$ cat config.mk
export PLATFORM = sky130hd
export DESIGN_NAME = cfgsmp
export DESIGN_NICKNAME = d
export VERILOG_FILES = /design/src/rtl/cfgsmp_pkg.sv /design/src/rtl/cfgsmp_sync.sv /design/src/rtl/cfgsmp_ctrl.sv /design/src/rtl/cfgsmp_datapath.sv /design/src/rtl/cfgsmp.sv
export SDC_FILE = /design/constraint.sdc
export NUM_CORES = 1
export LEC_CHECK = 0
export BUFFER_PORTS_ARGS = -buffer_cell sky130_fd_sc_hd__buf_4
export CAP_MARGIN = 25
export CORE_ASPECT_RATIO = 0.7
export CORE_MARGIN = 10
export CORE_UTILIZATION = 44
export CTS_CLUSTER_DIAMETER = 40
export DETAILED_ROUTE_END_ITERATION = 12
export GPL_TIMING_DRIVEN = 0
export HOLD_SLACK_MARGIN = 0.05
export PLACE_DENSITY_LB_ADDON = 0.1
export SLEW_MARGIN = 20
export SYNTH_ARGS = -nofsm -noshare
export SYNTH_HDL_FRONTEND = slang
export SYNTH_HIERARCHICAL = 1
export SYNTH_SLANG_ARGS = --single-unit
$ cat constraint.sdc
create_clock -name clk -period 1.6 [get_ports clk]
set_clock_uncertainty 0.2 [all_clocks]
set_input_delay 0.08 -clock clk [delete_from_list [all_inputs] [get_ports clk]]
set_output_delay 0.08 -clock clk [all_outputs]
set_load 0.01 [all_outputs]
$ cat src/rtl/cfgsmp_pkg.sv
package cfgsmp_pkg;

  typedef enum logic [1:0] {
    SRC_DEFAULT = 2'b00,
    SRC_BUS     = 2'b01,
    SRC_NVM     = 2'b10
  } cfgSrc_e;

  // strobes handed from control to datapath on the capture cycle
  typedef struct packed {
    logic capture;
    logic takeBus;
    logic takeNvm;
  } cfgStrobe_t;

endpackage

$ cat src/rtl/cfgsmp_sync.sv
module cfgsmp_sync #(
  parameter int STAGES    = 2,
  parameter bit RESET_VAL = 1'b0
) (
  input  logic clk,
  input  logic porN,
  input  logic d,
  output logic q
);

  logic [STAGES-1:0] chain;

  for (genvar i = 0; i < STAGES; i++) begin : g_stage
    if (i == 0) begin : g_first
      always_ff @(posedge clk or negedge porN) begin
        if (!porN) chain[0] <= RESET_VAL;
        else       chain[0] <= d;
      end
    end else begin : g_next
      always_ff @(posedge clk or negedge porN) begin
        if (!porN) chain[i] <= RESET_VAL;
        else       chain[i] <= chain[i-1];
      end
    end
  end

  assign q = chain[STAGES-1];

endmodule

$ cat src/rtl/cfgsmp_ctrl.sv
module cfgsmp_ctrl
  import cfgsmp_pkg::*;
#(
  parameter int SYNC_STAGES = 2
) (
  input  logic       clk,
  input  logic       porN,
  input  logic       hrstN,
  input  logic       cfgSelBus,
  input  logic       nvmBlank,
  output cfgStrobe_t stb
);

  logic hrstSync;
  logic selSync;
  logic hrstPrev;
  logic releaseSeen;

  cfgsmp_sync #(.STAGES(SYNC_STAGES), .RESET_VAL(1'b0)) hrstSync_i (
    .clk  (clk),
    .porN (porN),
    .d    (hrstN),
    .q    (hrstSync)
  );

  cfgsmp_sync #(.STAGES(SYNC_STAGES), .RESET_VAL(1'b0)) selSync_i (
    .clk  (clk),
    .porN (porN),
    .d    (cfgSelBus),
    .q    (selSync)
  );

  always_ff @(posedge clk or negedge porN) begin
    if (!porN) hrstPrev <= 1'b0;
    else       hrstPrev <= hrstSync;
  end

  assign releaseSeen = hrstSync & ~hrstPrev;

  always_comb begin
    stb.capture = releaseSeen;
    stb.takeBus = releaseSeen & selSync;
    stb.takeNvm = releaseSeen & ~selSync & ~nvmBlank;
  end

endmodule

$ cat src/rtl/cfgsmp_datapath.sv
module cfgsmp_datapath
  import cfgsmp_pkg::*;
#(
  parameter int                WORD_W       = 32,
  parameter logic [WORD_W-1:0] DEFAULT_WORD = '0
) (
  input  logic              clk,
  input  logic              porN,
  input  cfgStrobe_t        stb,
  input  logic [WORD_W-1:0] busWord,
  input  logic [WORD_W-1:0] nvmWord,
  output logic [WORD_W-1:0] cfgWord,
  output cfgSrc_e           cfgSrc,
  output logic              flashEn
);

  logic [WORD_W-1:0] nextWord;
  cfgSrc_e           nextSrc;

  always_comb begin
    if (stb.takeBus) begin
      nextWord = busWord;
      nextSrc  = SRC_BUS;
    end else if (stb.takeNvm) begin
      nextWord = nvmWord;
      nextSrc  = SRC_NVM;
    end else begin
      nextWord = DEFAULT_WORD;
      nextSrc  = SRC_DEFAULT;
    end
  end

  always_ff @(posedge clk or negedge porN) begin
    if (!porN) begin
      cfgWord <= DEFAULT_WORD;
      cfgSrc  <= SRC_DEFAULT;
      flashEn <= 1'b0;
    end else if (stb.capture) begin
      cfgWord <= nextWord;
      cfgSrc  <= nextSrc;
      flashEn <= stb.takeNvm;
    end
  end

endmodule

$ cat src/rtl/cfgsmp.sv
module cfgsmp
  import cfgsmp_pkg::*;
#(
  parameter int                WORD_W       = 32,
  parameter int                SYNC_STAGES  = 2,
  parameter logic [WORD_W-1:0] DEFAULT_WORD = '0
) (
  input  logic              clk,
  input  logic              porN,
  input  logic              hrstN,
  input  logic              cfgSelBus,
  input  logic [WORD_W-1:0] busWord,
  input  logic [WORD_W-1:0] nvmWord,
  input  logic              nvmBlank,
  output logic [WORD_W-1:0] cfgWord,
  output logic [1:0]        cfgSrc,
  output logic              flashEn
);

  cfgStrobe_t ctlStb;
  cfgSrc_e    srcCode;

  cfgsmp_ctrl #(.SYNC_STAGES(SYNC_STAGES)) ctrl_i (
    .clk       (clk),
    .porN      (porN),
    .hrstN     (hrstN),
    .cfgSelBus (cfgSelBus),
    .nvmBlank  (nvmBlank),
    .stb       (ctlStb)
  );

  cfgsmp_datapath #(.WORD_W(WORD_W), .DEFAULT_WORD(DEFAULT_WORD)) dp_i (
    .clk     (clk),
    .porN    (porN),
    .stb     (ctlStb),
    .busWord (busWord),
    .nvmWord (nvmWord),
    .cfgWord (cfgWord),
    .cfgSrc  (srcCode),
    .flashEn (flashEn)
  );

  assign cfgSrc = srcCode;

endmodule

==> flow_metrics.env <==
export IMPL_outcome="finished with violations"
export IMPL_violations="setup timing"
export IMPL_cp_start_kind="register"
export IMPL_drc=0
export IMPL_pre_cts_ws_ps=5.91
export IMPL_final_cells=429
export IMPL_die_h_um=74.7
export IMPL_overflow=0
export IMPL_critPathCaptureType="register"
export IMPL_slowest_stage="dfrtp_1"
export IMPL_die_area_sq_mm=0.00733
export IMPL_drv_slew=0
export IMPL_setup_viol=1
export IMPL_grt_max_degree=41
export IMPL_wl_met1_um=3270
export IMPL_relSlewSlack=0.656
export IMPL_drive_gt1_frac=0.357
export IMPL_routed_via_count=2217
export IMPL_critPathMaxFanout=10
export IMPL_timing_max_cap_violations=0
export IMPL_grt_total_usage=0.208
export IMPL_cts_buffer_depth=2
export IMPL_drt_first_pass_iters=4
export IMPL_cts_tree="done"
export IMPL_port_buffers=103
export IMPL_worst_ep_arrival_time_ps=1610
export IMPL_clk_pin_slew_ps=80
export IMPL_max_freq_ghz=0.618
export IMPL_ant_nets=0
export IMPL_clock_sinks=40
export IMPL_yosys_top_cells_area="dfrtp_1, nand3b_1, a31oi_1"
export IMPL_critPathKind="register to register"
export IMPL_setup_ws_ps=-18.3
export IMPL_rows=19
export IMPL_final_common_cell="buf_4"
export IMPL_core_sq_mm=0.00402
export IMPL_dp_cells=351
export IMPL_hold_viol_final=0
export IMPL_routed_wl_met2_um=3890
export IMPL_syn_avg_cell_area_sq_um=9.60
export IMPL_nets=444
export IMPL_tightest_slew_ps=516
export IMPL_routed_top_layer="met4"
export IMPL_slowest_delay_ps=400
export IMPL_ys_types=15
export IMPL_finalPower_uw=2600
export IMPL_holdCritPathClass="input port to register"
export IMPL_htreeDepth=2
export IMPL_syn_nets=265
export IMPL_grt_pass1_vias=2337
export IMPL_crit_chain="and3b_2 > buf_6 > buf_4 > nand2_1 > a31oi_1"
export IMPL_num_io_pins=104
export IMPL_synth_cells=196
export IMPL_synth_area_sq_mm=0.00188
export IMPL_viasPerCell=5.17
export IMPL_dp_hpwl_um=4540
export IMPL_totalWireLength_um=7890
export IMPL_gp_congestion=0.734
export IMPL_grt_antenna_before_repair=1
export IMPL_leakagePower_uw=0.00160
export IMPL_ir_drop_mv=0.641
export IMPL_powerDensity_mw_per_mm2=738
export IMPL_grt_pass1_wl_um=12500
export IMPL_min_period_ps=1620
export IMPL_dr_wl_met3_um=673
export IMPL_area_delta_synth_final_pct=87.0
export IMPL_drt_initial_drc_count=185
export IMPL_synth_top_area_cell="dfrtp_1"
export IMPL_final_cell_mix="buf_4, dlygate4sd3_1, dfrtp_1, nand3b_1"
export IMPL_clk_latency_ps=280
export IMPL_synth_seq_cells=40
export IMPL_synth_seq_area_share=0.532
export IMPL_initial_core_util=0.468
export IMPL_cts_buffers=5
export IMPL_cts_root_buf="clkbuf_8"
export IMPL_synth_top_cell_area_share=0.532
export IMPL_synth_warnings=6
export IMPL_finalCritPeriodShare=1.01
export IMPL_required_ps=1590
export IMPL_rsz0062_at_grt="yes"
export IMPL_die_w_um=98.2
export IMPL_route_detailed_wl_per_inst_um=18.4
==> per-layer routing <==
layer  track usage  vias up
met2         0.350      106
met3        0.0731        4
met4        0.0475        0
li1              -     1035
met5             0        -
met1         0.255     1072
==> area by class of cell <==
cell class,count,area [sq um]
multi-input cells,135,747
fillers,214,499
flip-flops and latches,40,1000
repair buffers,173,1460
well taps,52,65.1
inverters,1,3.75
clock buffers,6,72.6
diodes,2,5.00
clock inverters,1,5.00
plain buffers,19,155
==> flip-flops by register name, indices dropped and copies added (netlist names) <==
register and cells:
ctrl_i/hrstSync_i/q 1, ctrl_i/selSync_i/chain 1, dp_i/cfgSrc 2, dp_i/cfgWord 32, ctrl_i/hrstSync_i/chain 1, ctrl_i/hrstPrev 1, ctrl_i/selSync_i/q 1, dp_i/flashEn 1
==> cells in the mapped netlist <==
| master | n |
|---|---|
| nand2_1 | 32 |
| nor2_1 | 32 |
| and3b_1 | 1 |
| nor2b_1 | 1 |
| buf_2 | 12 |
| dfrtp_1 | 40 |
| buf_4 | 5 |
| nor4b_2 | 1 |
| buf_6 | 3 |
| mux2_1 | 1 |
| inv_1 | 1 |
| a31oi_1 | 32 |
| mux2_2 | 1 |
| nand3b_1 | 33 |
| o21ai_0 | 1 |
==> cell families (layout without fill, tap and decap cells) <==
| family | Yosys count | count (layout) | synth area share |
|---|---|---|---|
| flip-flops | 40 | 40 | 0.532 |
| buffers and inverters | 21 | 200 | 0.0718 |
| AO/OA/AOI/OAI | 33 | 33 | 0.109 |
| multiplexers | 2 | 2 | 0.0120 |
| AND/OR/NAND/NOR | 100 | 100 | 0.275 |
| other | 0 | 2 | 0 |
==> metrics by stage <==
stage          TNS [ps]  cell area (sq um)  hold WS (ps)   util
2_1_floorplan         0               1880          -416      -
3_3_place_gp          0               2720          -113  0.677
3_5_place_dp          0               2720          -113  0.677
5_1_grt           -2050               3520          79.4  0.875
6_report          -18.3               3520          74.2  0.876
4_1_cts               0               3470          40.3  0.865
==> timing repair <==
action                                 CTS  global route
gates resized for setup                  2            13
pin swaps                                0            12
hold buffers                            67             0
setup buffers                            0             2
setup endpoints to repair                3            32
gates cloned                             0             1
endpoints found under the hold margin   74             0
==> final timing paths <==
check                      slack, ps  depth (start not counted)                 startpoint            endpoint
max                              -20                          5            ctrl_i/hrstPrev    dp_i/cfgWord[19]
min reg2reg                      150                          0  ctrl_i/selSync_i/chain[0]  ctrl_i/selSync_i/q
max reg2reg                      -20                          5            ctrl_i/hrstPrev    dp_i/cfgWord[19]
min                               70                          5                   nvmBlank     dp_i/cfgWord[0]
min in group asynchronous        130                          2                       porN    dp_i/cfgWord[12]
max in group asynchronous        720                          2                       porN     dp_i/cfgWord[5]
==> critical path: cells and delay by family, from the launching register on <==
kind / cells / cell delay, ps
compound gates: 1 / 230
flops: 1 / 400
simple gates: 2 / 370
buf+inv: 2 / 330
==> report_power, final <==
group          internal [uW]  switching (uW)  leakage [uW]
Combinational            444             320       0.00108
Clock                    297             346     0.0000411
Sequential              1120            65.0      0.000478
Total                   1870             731       0.00160
No activity file was read; power rests on OpenSTA's default activity.
